<file path="config.mk">
export PLATFORM = sky130hd
export DESIGN_NAME = cpwm_timer
export DESIGN_NICKNAME = d
export VERILOG_FILES = /design/src/rtl/cpwm_pkg.sv /design/src/rtl/cpwm_sticky.sv /design/src/rtl/cpwm_counter.sv /design/src/rtl/cpwm_channel.sv /design/src/rtl/cpwm_timer.sv
export SDC_FILE = /design/constraint.sdc
export NUM_CORES = 1
export LEC_CHECK = 0
export ABC_AREA = 0
export BUFFER_PORTS_ARGS = -buffer_cell sky130_fd_sc_hd__buf_2
export CORE_MARGIN = 5
export CORE_UTILIZATION = 56
export CTS_CLUSTER_DIAMETER = 200
export CTS_CLUSTER_SIZE = 16
export DETAILED_ROUTE_END_ITERATION = 10
export PLACE_DENSITY = 0.82
export SLEW_MARGIN = 0
export SYNTH_ARGS = -nofsm -noshare
export SYNTH_HDL_FRONTEND = slang
export SYNTH_HIERARCHICAL = 1
export SYNTH_SLANG_ARGS = --single-unit
</file>
<file path="constraint.sdc">
create_clock -name clk -period 3.2 [get_ports clk]
set_clock_uncertainty 0.1 [all_clocks]
set_input_delay 0.16 -clock clk [delete_from_list [all_inputs] [get_ports clk]]
set_output_delay 0.16 -clock clk [all_outputs]
set_load 0.02 [all_outputs]
</file>
<file path="src/rtl/cpwm_pkg.sv">
package cpwm_pkg;
  typedef enum logic {
    DIR_DOWN = 1'b0,
    DIR_UP   = 1'b1
  } dir_e;
endpackage

</file>
<file path="src/rtl/cpwm_sticky.sv">
module cpwm_sticky (
  input  logic clk,
  input  logic rst,
  input  logic set,
  input  logic clr,
  output logic flag_q
);
  // an event in the clearing clock keeps the flag up
  always_ff @(posedge clk) begin
    if (rst) flag_q <= 1'b0;
    else     flag_q <= set | (flag_q & ~clr);
  end
endmodule

</file>
<file path="src/rtl/cpwm_counter.sv">
module cpwm_counter
  import cpwm_pkg::*;
#(
  parameter int CNT_W = 16
) (
  input  logic             clk,
  input  logic             rst,
  input  logic             run,
  input  logic [CNT_W-1:0] modulus,
  output logic [CNT_W-1:0] cnt_q,
  output dir_e             dir_q,
  output logic             turn
);
  localparam logic [CNT_W-1:0] ONE = CNT_W'(1);

  // top of the triangle: counting up and at (or past) the modulus
  assign turn = run && (dir_q == DIR_UP) && (cnt_q >= modulus);

  always_ff @(posedge clk) begin
    if (rst || !run) begin
      cnt_q <= '0;
      dir_q <= DIR_DOWN;
    end else if (dir_q == DIR_UP) begin
      if (cnt_q >= modulus) begin
        dir_q <= DIR_DOWN;
        cnt_q <= cnt_q - ONE;
      end else begin
        cnt_q <= cnt_q + ONE;
      end
    end else begin
      if (cnt_q == '0) begin
        dir_q <= DIR_UP;
        cnt_q <= ONE;
      end else begin
        cnt_q <= cnt_q - ONE;
      end
    end
  end
endmodule

</file>
<file path="src/rtl/cpwm_channel.sv">
module cpwm_channel
  import cpwm_pkg::*;
#(
  parameter int CNT_W = 16
) (
  input  logic             clk,
  input  logic             rst,
  input  logic             run,
  input  logic [CNT_W-1:0] cnt,
  input  dir_e             dir,
  input  logic [CNT_W-1:0] val,
  input  logic             pol,
  input  logic             clr,
  output logic             pwm_q,
  output logic             flag_q
);
  logic active;
  logic match;

  // inclusive on the rise, exclusive on the fall: 2*val states per period
  assign active = (dir == DIR_UP) ? (cnt <= val) : (cnt < val);
  assign match  = run && (cnt == val);

  always_ff @(posedge clk) begin
    if (rst)      pwm_q <= 1'b0;
    else if (run) pwm_q <= pol ^ active;
    else          pwm_q <= pol;
  end

  cpwm_sticky u_flag (
    .clk    (clk),
    .rst    (rst),
    .set    (match),
    .clr    (clr),
    .flag_q (flag_q)
  );
endmodule

</file>
<file path="src/rtl/cpwm_timer.sv">
module cpwm_timer
  import cpwm_pkg::*;
#(
  parameter int CNT_W = 16,
  parameter int N_CH  = 2
) (
  input  logic                  clk,
  input  logic                  rst,
  input  logic                  en,
  input  logic [CNT_W-1:0]      modulus,
  input  logic [N_CH*CNT_W-1:0] ch_val,
  input  logic [N_CH-1:0]       pol,
  input  logic                  tof_clr,
  input  logic [N_CH-1:0]       ch_clr,
  output logic [N_CH-1:0]       pwm_out,
  output logic                  tof_flag,
  output logic [N_CH-1:0]       ch_flag
);
  logic             run;
  logic [CNT_W-1:0] cnt_q;
  dir_e             dir_q;
  logic             turn;

  assign run = en && (modulus != '0);

  cpwm_counter #(.CNT_W(CNT_W)) u_cnt (
    .clk     (clk),
    .rst     (rst),
    .run     (run),
    .modulus (modulus),
    .cnt_q   (cnt_q),
    .dir_q   (dir_q),
    .turn    (turn)
  );

  cpwm_sticky u_tof (
    .clk    (clk),
    .rst    (rst),
    .set    (turn),
    .clr    (tof_clr),
    .flag_q (tof_flag)
  );

  for (genvar i = 0; i < N_CH; i++) begin : g_ch
    cpwm_channel #(.CNT_W(CNT_W)) u_ch (
      .clk    (clk),
      .rst    (rst),
      .run    (run),
      .cnt    (cnt_q),
      .dir    (dir_q),
      .val    (ch_val[i*CNT_W +: CNT_W]),
      .pol    (pol[i]),
      .clr    (ch_clr[i]),
      .pwm_q  (pwm_out[i]),
      .flag_q (ch_flag[i])
    );
  end
endmodule

</file>
==> impl_metrics.toml <==
[drt]
ant_nets = 0
drc = 0
vias = 2924
dr.first_iter.drc_count = 160
drtPass1Iterations = 5
wl_per_cell_um = 15.5
via_per_inst = 5.88
drt-total-wl_mm = 7.68

[global_route]
grt_max_degree = 17
use_met2_pct = 41.3
use_met1_pct = 30.2
antenna_found_initial = 0
grt_pass1_wl_mm = 12.2
gr-total-overflow = 0
grt_pass1_vias = 2750
grt.busiest_layer = "met2"
grt_usage_pct = 23.6
gr-usage-met3_pct = 2.66

[synthesis]
synth_top_family_by_area = "simple AND/OR/NAND/NOR gates"
ys_async_sr_fraction_pct = 0
ys_types = 47
synth_top_area_share_pct = 22.7
synth.avg_cell_area_um2 = 7.60
synth_common_cells = "inv_1, ha_1, a21oi_1"
synth_adder_area_share_pct = 22.7
ys_seq_area_share_pct = 15.7
synth_edf_count = 0
synth_fp_nets = 477
synthMuxAreaShare_pct = 0
netlist_top_cells_area = "ha_1, dfxtp_1, inv_1"
synth_cells = 370
synth_most_common_cell = "inv_1"
synth_area_um2 = 2810
synth-simple-area-share_pct = 29.7
synth-compound-area-share_pct = 21.1
yosysTopAreaCell = "ha_1"
ys_warn_count = 6
ys.flop_type = "dfxtp_1"
synth_xor_area_share_pct = 0.312
ys_ff_latch = 22

[cts]
path_clk_slew_ns = 0.08
clock_sinks = 22
post_cts_resized = 0
cts_tree = "yes"
worstSkewPairLatency_ns = 0.26
htreeDepth = 1
clockBufferDepth = 2
cts_hold_buf = 0
cts_root_buffer = "clkbuf_8"
post_cts_buffers = 0
cts_buffers = 3

[timing]
setup_tns_ns = 0
clock.fmax_ghz = 0.336
slew_headroom_pct = 24.0
finalSetupViolations = 0
rsz0062_at_grt = "no"
finalCriticalPeriod_ns = 2.97
hold_violations = 0
finalMaxSlewViolations = 0
period_share_pct = 92.9
max_slew.worst_pin.slew_ns = 1.13

[pwr]
p_leak_nw = 1.60
seq_power_share_pct = 26.7
clkPwrFrac_pct = 11.5
irDropWorstVdd_v = 0.000323
p_switching_w = 0.000710
internal_power_w = 0.000802
powerDensity_nw_per_um2 = 469
p_sw_share_pct = 46.9
combPwrFrac_pct = 61.8

[setup_path]
arrival_ns = 3.02
end_kind = "register"
critPathBufInv = 0
cp_cell_sequence = "ha_1 -> nand4_1 -> or3_4 -> o31ai_2 -> nor3_1 -> nor3_1 -> nor3_2"
cp-start-kind = "register"
critical_path_class = "reg2reg"
cpPeakStageDelay_ns = 0.90
crit_top_cell = "nor3_1"
crit_required_ns = 3.24
crit_slowest_cell = "o31ai_2"
crit_fanout = 14
critPathTopFamily = "simple AND/OR/NAND/NOR gates"

[floorplan]
start_util_pct = 58.7
die_x_um = 80.8
io-pin-count = 61
fp.dieArea_um2 = 6540
fp.dieH_um = 80.8
placementRows = 25
core_area_um2 = 4790

[finish]
fin_util_pct = 67.3
antenna_cells = 0
finalNetCount = 539
syn2layout_area_growth_pct = 14.6
layout-drive-gt1-share_pct = 21.4

[flow_run]
cap_violations = 0

[place]
place_hpwl_mm = 6.15
gp_congestion = 0.906
io_buffers = 60

[hold_path]
hold_class = "in2reg"

[outcome]
status = "finished clean"
## cells in the final DEF (no fill, tap or decap), types with 4 or more instances in the layout
| master | instances |
|---|---|
| buf_2 | 60 |
| nor2_1 | 12 |
| nand3_1 | 21 |
| buf_4 | 6 |
| nor3_1 | 25 |
| and3_1 | 6 |
| ha_1 | 51 |
| nor2b_1 | 5 |
| o21a_1 | 7 |
| o21ai_1 | 8 |
| o21ai_0 | 12 |
| nand2b_1 | 7 |
| a21oi_2 | 4 |
| nand2_1 | 17 |
| nand4_1 | 12 |
| nor3b_2 | 7 |
| nor4_1 | 8 |
| or4_1 | 4 |
| a21oi_1 | 27 |
| nor3_2 | 4 |
| inv_1 | 63 |
| dfxtp_1 | 22 |
## registers in the layout (all words and copies together) (netlist names)
name / cells
g_ch.u_ch/u_flag/flag_q: 2
u_tof/flag_q: 1
g_ch.u_ch/pwm_q: 2
u_cnt/dir_q: 1
u_cnt/cnt_q: 16
## layout make-up
class,count,area [µm²]
Multi-Input combinational cell,276,2070
Sequential cell,22,440
Tap cell,67,83.8
Inverter,63,236
Fill cell,412,1560
Clock buffer,3,41.3
Timing Repair Buffer,66,345
## metal layers
layer  routed length (µm)  part of all wire, %
met4                  112                  1.5
met5                    0                    0
met2                 3640                   47
met3                  576                  7.5
met1                 3360                   44
## power groups by stage
stage	clock, W	sequential [W]	combinational, W
3_5_place_dp	0	0.000408	0.000912
4_1_cts	0.000178	0.000401	0.000920
2_1_floorplan	0	0.000391	0.000688
5_1_grt	0.000191	0.000412	0.00105
6_report	0.000174	0.000404	0.000934
3_3_place_gp	0	0.000405	0.000877
## worst paths after layout
path | startpoint | to | slack [ns] | depth (start not counted)
min | tof_clr | u_tof/flag_q | 0.07 | 3
max | u_cnt/cnt_q[11] | u_cnt/cnt_q[7] | 0.23 | 7
max reg2reg | u_cnt/cnt_q[11] | u_cnt/cnt_q[7] | 0.23 | 7
min reg2reg | g_ch[1].u_ch/u_flag/flag_q | g_ch[1].u_ch/u_flag/flag_q | 0.39 | 2
## worst reg2reg max path, stage by stage, from the launching register on
cell	delay [ns]
dfxtp_1	0.43
ha_1	0.36
nand4_1	0.13
or3_4	0.40
o31ai_2	0.90
nor3_1	0.19
nor3_1	0.28
nor3_2	0.07
## stage by stage
stage,area (µm²),total power (W),instances,hold WS [ns],worst slack (ns)
finish,3220,0.00151,497,0.0675,0.227
global route,3220,0.00165,497,0.0804,0.0304
CTS,3220,0.00150,497,0.0661,0.282
detailed placement,3180,0.00132,494,0.345,0.284
global placement,3180,0.00128,494,0.336,0.377
floorplan,2810,0.00108,370,0.122,0.863
## kinds of logic (layout without fill, tap and decap cells)
logic type	count (synthesis)	in the layout
buffers and inverters	72	132
and+or+nand+nor	141	141
xor gates and xnor gates	1	1
adders and majority gates	51	51
DFF	22	22
AOI/OAI and AO/OA	83	83
Note: power is estimated with default switching activity, not from simulation.
